==> src/rtl/sbuf_pkg.sv <==
package sbuf_pkg;
   typedef struct packed {
      logic brk;
      logic pe;
      logic fe;
   } rx_tag_t;

   localparam int TAG_W  = $bits(rx_tag_t);
   localparam int FLAG_W = 5;
   localparam int ERR_W  = TAG_W + 1;
endpackage

==> src/rtl/sbuf_rxcheck.sv <==
module sbuf_rxcheck
   import sbuf_pkg::*;
#(
   parameter int DW = 8
) (
   input  logic [DW-1:0] data,
   input  logic          par_bit,
   input  logic          stop_bit,
   input  logic          brk,
   input  logic          par_en,
   input  logic          par_even,
   input  logic          par_stick,
   output rx_tag_t       tag
);
   logic want;

   always_comb begin
      if (par_stick) want = ~par_even;
      else if (par_even) want = ^data;
      else want = ~(^data);
      tag.fe  = ~stop_bit;
      tag.pe  = par_en & (par_bit ^ want);
      tag.brk = brk;
   end
endmodule

==> src/rtl/sbuf_fifo.sv <==
module sbuf_fifo #(
   parameter int W     = 8,
   parameter int DEPTH = 32,
   parameter int CLRW  = 0
) (
   input  logic         clk,
   input  logic         rst_n,
   input  logic         flush,
   input  logic         deep,
   input  logic         push,
   input  logic [W-1:0] push_data,
   input  logic         pop,
   input  logic         clr_head,
   output logic [W-1:0] pop_data,
   output logic [W-1:0] head,
   output logic         empty,
   output logic         full,
   output logic         drop
);
   localparam int AW = $clog2(DEPTH);
   localparam int CW = AW + 1;

   if (DEPTH < 2 || (1 << AW) != DEPTH) begin : g_bad_depth
      $error("sbuf_fifo: DEPTH must be a power of two of at least 2");
   end
   if (CLRW < 0 || CLRW > W) begin : g_bad_clrw
      $error("sbuf_fifo: CLRW out of range");
   end

   logic [W-1:0]  keep_mask;
   if (CLRW > 0) begin : g_clr
      assign keep_mask = ~((W'(1) << CLRW) - W'(1));
   end else begin : g_noclr
      assign keep_mask = '1;
   end

   logic [W-1:0]  mem [DEPTH];
   logic [AW-1:0] wp, rp;
   logic [CW-1:0] cnt, cap;
   logic          do_push, do_pop;

   assign cap     = deep ? CW'(DEPTH) : CW'(1);
   assign empty   = (cnt == '0);
   assign full    = (cnt == cap);
   assign do_pop  = pop & ~empty & ~flush;
   assign do_push = push & ~flush & (~full | do_pop);
   assign drop    = push & ~flush & full & ~do_pop;
   assign head    = mem[rp];

   always_ff @(posedge clk) begin
      if (clr_head && !empty && !flush) mem[rp] <= mem[rp] & keep_mask;
      if (do_push) mem[wp] <= push_data;
   end

   always_ff @(posedge clk or negedge rst_n) begin
      if (!rst_n) begin
         wp       <= '0;
         rp       <= '0;
         cnt      <= '0;
         pop_data <= '0;
      end else if (flush) begin
         wp  <= '0;
         rp  <= '0;
         cnt <= '0;
      end else begin
         if (do_push) wp <= wp + AW'(1);
         if (do_pop) begin
            rp       <= rp + AW'(1);
            pop_data <= mem[rp];
         end
         cnt <= cnt + CW'(do_push) - CW'(do_pop);
      end
   end

   always_comb begin
      if (rst_n) AST_NO_OVERFLOW: assert (cnt <= CW'(DEPTH));
   end

   AST_DROP_KEEPS: assert property (@(posedge clk) disable iff (!rst_n)
      drop |=> $stable(cnt));

   AST_EMPTY_POP_HOLDS: assert property (@(posedge clk) disable iff (!rst_n)
      (pop && empty && !push && !flush) |=> ($stable(pop_data) && empty));

   AST_FLUSH_EMPTIES: assert property (@(posedge clk) disable iff (!rst_n)
      flush |=> empty);
endmodule

==> src/rtl/serial_buf_flags.sv <==
module serial_buf_flags
   import sbuf_pkg::*;
#(
   parameter int DEPTH = 32,
   parameter int DW    = 8
) (
   input  logic              clk,
   input  logic              rst_n,
   input  logic              fifo_en,
   input  logic              par_en,
   input  logic              par_even,
   input  logic              par_stick,
   input  logic              ring_n,
   input  logic              tx_push,
   input  logic [DW-1:0]     tx_wdata,
   input  logic              tx_pop,
   output logic [DW-1:0]     tx_rdata,
   input  logic              rx_push,
   input  logic [DW-1:0]     rx_wdata,
   input  logic              rx_par,
   input  logic              rx_stop,
   input  logic              rx_brk,
   input  logic              rx_pop,
   output logic [DW-1:0]     rx_rdata,
   input  logic              err_clr,
   output logic [FLAG_W-1:0] flag_word,
   output logic [ERR_W-1:0]  err_word
);
   localparam int RW = DW + TAG_W;

   if (DW < 5 || DW > 9) begin : g_bad_dw
      $error("serial_buf_flags: DW must be 5 to 9");
   end

   logic          en_q, flush;
   logic          tx_empty, tx_full, tx_drop;
   logic          rx_empty, rx_full, rx_drop;
   logic          ovr;
   logic [DW-1:0] unused_tx_head;
   logic [RW-1:0] rx_head, rx_pop_word;
   rx_tag_t       new_tag, head_tag;

   assign flush = fifo_en ^ en_q;

   always_ff @(posedge clk or negedge rst_n) begin
      if (!rst_n) en_q <= 1'b0;
      else        en_q <= fifo_en;
   end

   sbuf_rxcheck #(.DW(DW)) u_chk (
      .data(rx_wdata), .par_bit(rx_par), .stop_bit(rx_stop), .brk(rx_brk),
      .par_en(par_en), .par_even(par_even), .par_stick(par_stick), .tag(new_tag)
   );

   sbuf_fifo #(.W(DW), .DEPTH(DEPTH), .CLRW(0)) u_tx (
      .clk(clk), .rst_n(rst_n), .flush(flush), .deep(fifo_en),
      .push(tx_push), .push_data(tx_wdata), .pop(tx_pop), .clr_head(1'b0),
      .pop_data(tx_rdata), .head(unused_tx_head),
      .empty(tx_empty), .full(tx_full), .drop(tx_drop)
   );

   sbuf_fifo #(.W(RW), .DEPTH(DEPTH), .CLRW(TAG_W)) u_rx (
      .clk(clk), .rst_n(rst_n), .flush(flush), .deep(fifo_en),
      .push(rx_push), .push_data({rx_wdata, new_tag}), .pop(rx_pop), .clr_head(err_clr),
      .pop_data(rx_pop_word), .head(rx_head),
      .empty(rx_empty), .full(rx_full), .drop(rx_drop)
   );

   assign rx_rdata = rx_pop_word[RW-1:TAG_W];
   assign head_tag = rx_empty ? '0 : rx_tag_t'(rx_head[TAG_W-1:0]);

   always_ff @(posedge clk or negedge rst_n) begin
      if (!rst_n)       ovr <= 1'b0;
      else if (rx_drop) ovr <= 1'b1;
      else if (err_clr) ovr <= 1'b0;
   end

   assign flag_word = {~ring_n, tx_full, tx_empty, rx_full, rx_empty};
   assign err_word  = {ovr, head_tag};

   AST_OVR_STICKY: assert property (@(posedge clk) disable iff (!rst_n)
      (err_word[3] && !err_clr) |=> err_word[3]);

   AST_CLR_OVR: assert property (@(posedge clk) disable iff (!rst_n)
      (err_clr && !rx_drop) |=> !err_word[3]);

   AST_TX_DROP_FULL: assert property (@(posedge clk) disable iff (!rst_n)
      tx_drop |-> tx_full);
endmodule

==> config.mk <==
export PLATFORM = sky130hd
export DESIGN_NAME = serial_buf_flags
export DESIGN_NICKNAME = d
export VERILOG_FILES = /design/src/rtl/sbuf_pkg.sv /design/src/rtl/sbuf_rxcheck.sv /design/src/rtl/sbuf_fifo.sv /design/src/rtl/serial_buf_flags.sv
export SDC_FILE = /design/constraint.sdc
export NUM_CORES = 1
export LEC_CHECK = 0
export ABC_AREA = 1
export CAP_MARGIN = 20
export CELL_PAD_IN_SITES_DETAIL_PLACEMENT = 0
export CELL_PAD_IN_SITES_GLOBAL_PLACEMENT = 1
export CORE_MARGIN = 4
export CORE_UTILIZATION = 40
export DETAILED_ROUTE_END_ITERATION = 7
export PLACE_DENSITY = 0.69
export SETUP_SLACK_MARGIN = 0.2
export SYNTH_ARGS = -nofsm -noshare
export SYNTH_HDL_FRONTEND = slang
export SYNTH_SLANG_ARGS = --single-unit
==> constraint.sdc <==
create_clock -name clk -period 2.7 [get_ports clk]
set_input_delay 0.405 -clock clk [delete_from_list [all_inputs] [get_ports clk]]
set_output_delay 0.405 -clock clk [all_outputs]
set_load 0.01 [all_outputs]
==> results.toml, run 1 <==
[floorplanning]
core_area_sq_um = 79390
placementRows = 103
pin_count = 56
fp.dieH_um = 291.8
chipWidth_um = 291.8
floorplan.initialDensity = 0.4059
dieArea_sq_um = 85160

[global_route]
groute.usage.overall = 0.2416
grt_max_degree = 76
grt_pass1_vias = 25220
grt_antenna_before_repair = 0
grt_first_pass_wirelength_um = 156600
gr-total-overflow = 0

[setup_path]
critPathCapture = "err_word[1]"
worst_r2r_path_depth = 16
required_ps = 2300
timing.critical_path.from = "u_rx.rp[0]$_DFFE_PN0P_"
critical_path_class = "flop to output pin"
rr_startpoint = "u_rx.rp[0]$_DFFE_PN0P_"
r2r_setup_slk_ps = -10
worst-endpoint-arrival_ps = 2550
critPathCaptureType = "output pin"
reg2reg_to = "u_rx.mem[13][4]$_DFFE_PP_"
setup.worst_path.start_class = "flop"
worstPathMaxFanout = 9

[run_status]
violations = "setup timing"
run_status = "finished, violations left"

[detailed_routing]
final_antenna_net_count = 0
wire_per_inst_um = 22.66
routed_via_density = 5.542
detail_route.first_pass.iterations = 7
drt-initial-drc-count = 3134
drc = 0
drt-total-wl_um = 109700
vias = 26840

[timing]
hold_viol = 0
skew_ps = 30.97
tightest_slew_ps = 787.8
grt_setup_unrepaired = "true"
max_freq_mhz = 337.9
setup_slack_ps = -259.6
timing.slew.headroom = 0.4748
setup_violations = 7
timing.final.crit_period_ps = 2960
fin_crit_sh = 1.096
timing.final.max_slew_violations = 0
final.hold.worst_slack_ps = 268.0

[logic_synthesis]
synth-main-ff-cell = "sky130_fd_sc_hd__edfxtp_1"
synth.yosys.seq_area_share = 0.6055
syn_area_sq_um = 32220
yosys_warns = 0
synth-compound-area-share = 0.06710
synthesis.area_per_instance_sq_um = 9.182
synth_mux_area_frac = 0
synth_seq_cells = 658
synth_async_sr_flop_share = 0.07599
synth-adder-area-share = 0.01212
synth_cell_types = 33
synth_enable_flop_cells = 608
synth.net_count = 3570
post_synth_xor_area_fraction = 0.002136
post_synth_and_or_nand_nor_area_fraction = 0.2574
synth_top_family_by_area = "simple AND/OR/NAND/NOR gates"
synthCells = 3509

[min_path]
holdCritPathClass = "input port to flop"

[place]
place.port_buffers = 55
post-place-cells = 4638
detailed_place.area_sq_um = 35180
gpl.final_weighted_congestion = 0.8915
dp.final_hpwl_um = 66660

[cells_and_area]
area_growth_syn_to_layout_pct = 24.03
proportion_of_layout_cells_with_a_drive_suffix_above_1 = 0.2030
design.final.nets = 3794
insertedDiodeCount = 0
finalInstanceArea_sq_um = 39960
final_cell_count_no_fill = 4843

[cts]
cts_root_buffer = "sky130_fd_sc_hd__clkbuf_16"
cts_max_path_buffers = 3
clock_tree_from_tritoncts = "done"
clkSinkCount = 658
clk-insertion-delay-late_ps = 630
htree_levels = 3
cts_made_buffers = 74
clk_transition_reported_paths_ps = 60

[power]
power_leakage_nw = 15.79
vdd_drop_max_v = 0.0006373
p_per_area_nw_per_um2 = 983.6

[run]
max-cap-violations = 0
cell families (layout without fill, tap and decap cells):
logic type	after synthesis	in the layout
xor+xnor	7	7
simple gates	2046	2046
compound gates	421	421
fa+ha+maj	30	30
buf+inv	347	631
flops	658	658
placed cells by master (no fill, tap or decap), types with 6 or more instances in the layout:
cell type                         synthesis  routed
sky130_fd_sc_hd__clkinv_2                 0       9
sky130_fd_sc_hd__nor2_1                 627     596
sky130_fd_sc_hd__clkbuf_16                0      86
sky130_fd_sc_hd__inv_2                    8      17
sky130_fd_sc_hd__buf_6                   37      27
sky130_fd_sc_hd__bufinv_16                0       6
sky130_fd_sc_hd__clkdlybuf4s50_1          0      38
sky130_fd_sc_hd__o21ai_1                 18      79
sky130_fd_sc_hd__o211ai_1                 8       8
sky130_fd_sc_hd__a21oi_1                 34      32
sky130_fd_sc_hd__buf_8                    1       7
sky130_fd_sc_hd__nor3_1                  39      38
sky130_fd_sc_hd__clkbuf_1               109      18
sky130_fd_sc_hd__buf_4                   28     263
sky130_fd_sc_hd__nor2_2                   0      11
sky130_fd_sc_hd__o21ai_0                340     256
sky130_fd_sc_hd__clkbuf_8                 0       7
sky130_fd_sc_hd__dfrtp_1                 50      46
sky130_fd_sc_hd__inv_1                   69      56
sky130_fd_sc_hd__buf_16                   0      11
sky130_fd_sc_hd__nand2_2                 19     125
sky130_fd_sc_hd__nand3_1                391     387
sky130_fd_sc_hd__buf_12                   0      40
sky130_fd_sc_hd__ha_1                    28      23
sky130_fd_sc_hd__o22ai_1                 16       9
sky130_fd_sc_hd__nand2_4                  1      61
sky130_fd_sc_hd__nor2_4                   0      20
sky130_fd_sc_hd__nand2_1                963     794
sky130_fd_sc_hd__o22ai_2                  0       7
sky130_fd_sc_hd__clkinv_1                 6      17
sky130_fd_sc_hd__buf_2                   78      11
sky130_fd_sc_hd__edfxtp_1               608     608
sky130_fd_sc_hd__o21ai_2                  0      21
routing by layer:
layer  global-route usage  vias to the layer above  share of wire
met2               0.3638                     1350           0.44
met3              0.05765                      194           0.11
met5                    0                        -              0
li1                     -                    12310              -
met4              0.07376                        0          0.028
met1               0.3481                    12990           0.43
metrics by stage:
stage / utilization / setup slack (ps) / power [mW] / setup TNS, ps
after floorplan: - / 108.4 / 20.16 / 0
after global placement: 0.4431 / -284.9 / 25.46 / -68430
after detailed placement: 0.4431 / -308.2 / 25.70 / -96040
after CTS: 0.4866 / -270.9 / 37.29 / -762.1
after global routing: 0.5034 / -325.2 / 41.16 / -1174
final: 0.5034 / -259.6 / 39.31 / -772.1
worst min-delay path by stage:
stage | cells past startpoint | startpoint | slack (ps) | end
after floorplan | 0 | rst_n | 110 | en_q$_DFF_PN0_
after global placement | 2 | u_rx.pop_data[3]$_DFFE_PN0P_ | 470 | u_rx.pop_data[3]$_DFFE_PN0P_
after detailed placement | 2 | u_rx.pop_data[3]$_DFFE_PN0P_ | 470 | u_rx.pop_data[3]$_DFFE_PN0P_
after CTS | 2 | rx_stop | 240 | u_rx.mem[7][0]$_SDFFCE_PN0P_
after global routing | 2 | rx_stop | 270 | u_rx.mem[30][0]$_SDFFCE_PN0P_
final | 2 | rx_stop | 270 | u_rx.mem[30][0]$_SDFFCE_PN0P_
cells in the mapped netlist, drive strengths merged, types with 6 or more instances:
master    n  area, sq um
a21oi    34        170.2
buf     153         1066
clkbuf  111        419.2
clkinv    6        22.52
dfrtp    50         1251
edfxtp  608        18260
ha       28        350.3
inv      77        289.0
nand2   983         3745
nand3   391         1957
nor2    627         2354
nor3     40        205.2
o211ai    8        60.06
o21ai   358         1792
o22ai    16        100.1
sequential cells by signal, indices dropped and copies added, names as in the netlist:
name           count
u_tx.mem         256
u_rx.mem         352
u_tx.pop_data      8
u_tx.cnt           6
en_q               1
u_tx.rp            5
ovr                1
u_tx.wp            5
u_rx.wp            5
u_rx.pop_data      8
u_rx.cnt           6
u_rx.rp            5
worst max-delay path, stage by stage (launching register included):
cell and delay [ps]:
sky130_fd_sc_hd__dfrtp_4 580, sky130_fd_sc_hd__inv_4 120, sky130_fd_sc_hd__buf_12 150, sky130_fd_sc_hd__buf_4 150
sky130_fd_sc_hd__nor2_1 50, sky130_fd_sc_hd__o22ai_2 250, sky130_fd_sc_hd__nand2_2 120, sky130_fd_sc_hd__nand2_1 70
sky130_fd_sc_hd__nor2_1 50, sky130_fd_sc_hd__a21oi_2 130, sky130_fd_sc_hd__buf_4 150, sky130_fd_sc_hd__buf_6 100
area by class of cell:
type                       count  area (sq um)
sequential                   658         19520
timing repair buffer         412          4257
multi-input combinational   2504         12140
tap                         1050          1314
fill                        7318         39420
inverter                      83         326.6
clock inverter                36         369.1
clock buffer                 100          2041
power breakdown:
part | leakage [nW] | switching [mW] | internal [mW]
Sequential | 6.18 | 0.264 | 12.4
Combinational | 8.43 | 10.4 | 6.16
Clock | 1.17 | 4.16 | 5.90
repair_timing:
| item | CTS | global route |
|---|---|---|
| setup buffers | 24 | 20 |
| pin swaps | 60 | 57 |
| endpoints found under the setup margin | 272 | 640 |
| endpoints found under the hold margin | 23 | 0 |
| gates resized for setup | 244 | 280 |
| cloned | 8 | 16 |
| hold buffers | 1 | 0 |
No activity file was read; power rests on OpenSTA's default activity.
==> run 2, diff against run 1 <==
--- a/config.mk
+++ b/config.mk
@@ -9,11 +9,12 @@
 export CAP_MARGIN = 20
 export CELL_PAD_IN_SITES_DETAIL_PLACEMENT = 0
 export CELL_PAD_IN_SITES_GLOBAL_PLACEMENT = 1
-export CORE_MARGIN = 4
+export CORE_MARGIN = 8
 export CORE_UTILIZATION = 40
 export DETAILED_ROUTE_END_ITERATION = 7
-export PLACE_DENSITY = 0.69
+export PLACE_DENSITY = 0.71
 export SETUP_SLACK_MARGIN = 0.2
 export SYNTH_ARGS = -nofsm -noshare
 export SYNTH_HDL_FRONTEND = slang
+export SYNTH_HIERARCHICAL = 1
 export SYNTH_SLANG_ARGS = --single-unit
==> run 2 against run 1 <==
- the run still ends with setup timing left
- via count rose by 37%
- setup slack improved by 29 ps
- first-iteration DRC count is 34% higher
- routed wire length is 37% higher
- utilization is 0.41 points higher
- clock skew rose by 1.8 ps
- synthesized area rose by 22%
- critical path depth rose by 3
- clock power is 8% higher
- design area is 24% higher
- clock-buffer cell count up 10
==> results.toml, run 2 <==
[power]
internal_power_mw = 30.00
power.switching_mw = 21.73
clockPowerShare = 0.210
switching_share = 0.4201
p_per_area_nw_per_um2 = 1040
vdd_drop_max_v = 0.0006616
power_leakage_nw = 23.63
seq_power_share = 0.271
combPwrFrac = 0.519

[floorplanning]
fp.dieH_um = 329.9
pin_count = 56
core_area_sq_um = 97990
chipWidth_um = 329.9
dieArea_sq_um = 108800
floorplan.initialDensity = 0.4023
placementRows = 115

[logic_synthesis]
syn_area_sq_um = 39420
synthesis.area_per_instance_sq_um = 7.551
synth.net_count = 5285
synthCells = 5220
yosys_warns = 6

[cells_and_area]
registers_with_the_highest_flip_flop_counts = "u_rx/mem x352, u_tx/mem x256"
layout_commonest_cell = "sky130_fd_sc_hd__nand2_1"
area_growth_syn_to_layout_pct = 26.15
layout.cells.most_common_list = "sky130_fd_sc_hd__nand2_1 (2024), sky130_fd_sc_hd__inv_1 (642), sky130_fd_sc_hd__edfxtp_1 (608)"
proportion_of_layout_cells_with_a_drive_suffix_above_1 = 0.1947
insertedDiodeCount = 0
nFillCells = 9250
design.final.nets = 5597
largest-register = "u_rx/mem"
largest_reg_flops = 352

[timing]
hold_viol = 0
timing.final.crit_period_ps = 2931
grt_setup_unrepaired = "true"
fin_crit_sh = 1.086
setup_violations = 35
timing.final.max_slew_violations = 0
tightest_slew_ps = 1417
max_freq_mhz = 341.2
final.hold.worst_slack_ps = 236.3
timing.slew.headroom = 0.05169
skew_ps = 32.79
setup_slack_ps = -231.0

[detailed_routing]
wire_per_inst_um = 21.81
routed_via_density = 5.360
final_antenna_net_count = 0
drt-initial-drc-count = 4185
detail_route.first_pass.iterations = 8
vias = 36900
drc = 0
drt-total-wl_um = 150100

[setup_path]
critPathCaptureType = "output pin"
worst-endpoint-arrival_ps = 2530
timing.critical_path.from = "u_rx/rp[0]$_DFFE_PN0P_"
critical_path_class = "flop to output pin"
worstPathMaxFanout = 7
setup.worst_path.start_class = "flop"
required_ps = 2300
rr_startpoint = "u_rx/rp[0]$_DFFE_PN0P_"

[global_route]
groute.usage.overall = 0.2551
gr-total-overflow = 0
grt_antenna_before_repair = 3
grt_pass1_vias = 33570
grt_first_pass_wirelength_um = 210600
grt_max_degree = 90

[place]
dp.final_hpwl_um = 90210
place_worst_setup_slack_ps = -263.7
place.port_buffers = 55
gpl.final_weighted_congestion = 0.8412

[cts]
clk-insertion-delay-late_ps = 650
clk_transition_reported_paths_ps = 60
clkSinkCount = 658
cts_max_path_buffers = 3
cts_root_buffer = "sky130_fd_sc_hd__clkbuf_16"
htree_levels = 3
clock_tree_from_tritoncts = "done"
cts_made_buffers = 79

[run_status]
run_status = "finished, violations left"
violations = "setup timing"

[min_path]
holdCritPathClass = "input port to async pin"

[run]
max-cap-violations = 0
## run 2: cell types whose count changed in the layout (fill, tap and decap cells not counted), sizes merged, moves of 206 or more
cell,delta
inv,+590
nand2,+1280
nand3,+206
nand4,+268
nor2,-397
o21ai,-268
## run 2: timing repair
action	CTS	global route
endpoints found under the hold margin	14	0
setup buffers	47	31
pin swaps	38	104
hold buffers	1	0
gates resized for setup	117	464
cloned	6	37
endpoints found under the setup margin	115	902
## run 2: layout make-up
class	instances	area, sq um	share of cell area
inverter	675	2567	0.05163
sequential	658	19520	0.3926
tap	1287	1610	0.03238
multi-input combinational	3527	16930	0.3404
timing repair buffer	591	6507	0.1309
clock buffer	110	2230	0.04484
clock inverter	36	360.3	0.007247
## run 2: final timing paths
kind / endpoint / slack (ps) / cells past startpoint
max: err_word[1] / -230 / 14
min: u_tx/cnt[3]$_DFF_PN0_ / 240 / 2
max reg2reg: u_rx/mem[11][6]$_DFFE_PP_ / -130 / 19
min reg2reg: u_tx/pop_data[5]$_DFFE_PN0P_ / 490 / 2
max in group asynchronous: u_rx/rp[1]$_DFFE_PN0P_ / 1780 / 3
min in group clk: u_rx/mem[14][3]$_DFFE_PP_ / 240 / 3
## run 2: critical path, cell delays in order, from the launching register on
cell	delay, ps
sky130_fd_sc_hd__dfrtp_4	560
sky130_fd_sc_hd__buf_12	170
sky130_fd_sc_hd__buf_16	140
sky130_fd_sc_hd__buf_12	140
sky130_fd_sc_hd__nand2_4	50
sky130_fd_sc_hd__nand3_2	70
sky130_fd_sc_hd__nand2_1	70
sky130_fd_sc_hd__nand2_1	60
sky130_fd_sc_hd__nand2_2	110
sky130_fd_sc_hd__nor2_2	50
sky130_fd_sc_hd__nand2_2	80
sky130_fd_sc_hd__inv_2	30
sky130_fd_sc_hd__nor2_1	90
sky130_fd_sc_hd__buf_4	130
sky130_fd_sc_hd__buf_6	100
## run 2: power groups by stage
stage	combinational [mW]	clock, mW	sequential [mW]
floorplan	12.4	0	14.1
global placement	20.5	0	14.2
detailed placement	20.8	0	14.2
CTS	22.2	11.0	14.0
global route	28.9	11.4	14.1
finish	26.9	10.9	14.0
## run 2: per-layer routing
layer	global-route usage	share of wire
met5	0	0.000087
met4	0.08055	0.031
met3	0.03865	0.095
met2	0.3925	0.44
met1	0.3681	0.43
## run 2: through the flow
| step | area [sq um] | util | cells | setup TNS (ps) | total power [mW] |
|---|---|---|---|---|---|
| 2_1_floorplan | 39460 | - | 5220 | 0 | 26.57 |
| 3_3_place_gp | 43680 | 0.4457 | 6616 | -94870 | 34.70 |
| 3_5_place_dp | 43680 | 0.4457 | 6616 | -114700 | 34.99 |
| 4_1_cts | 47140 | 0.4811 | 6816 | -714.5 | 47.21 |
| 5_1_grt | 49730 | 0.5075 | 6884 | -6344 | 54.28 |
| 6_report | 49730 | 0.5075 | 6884 | -3771 | 51.74 |
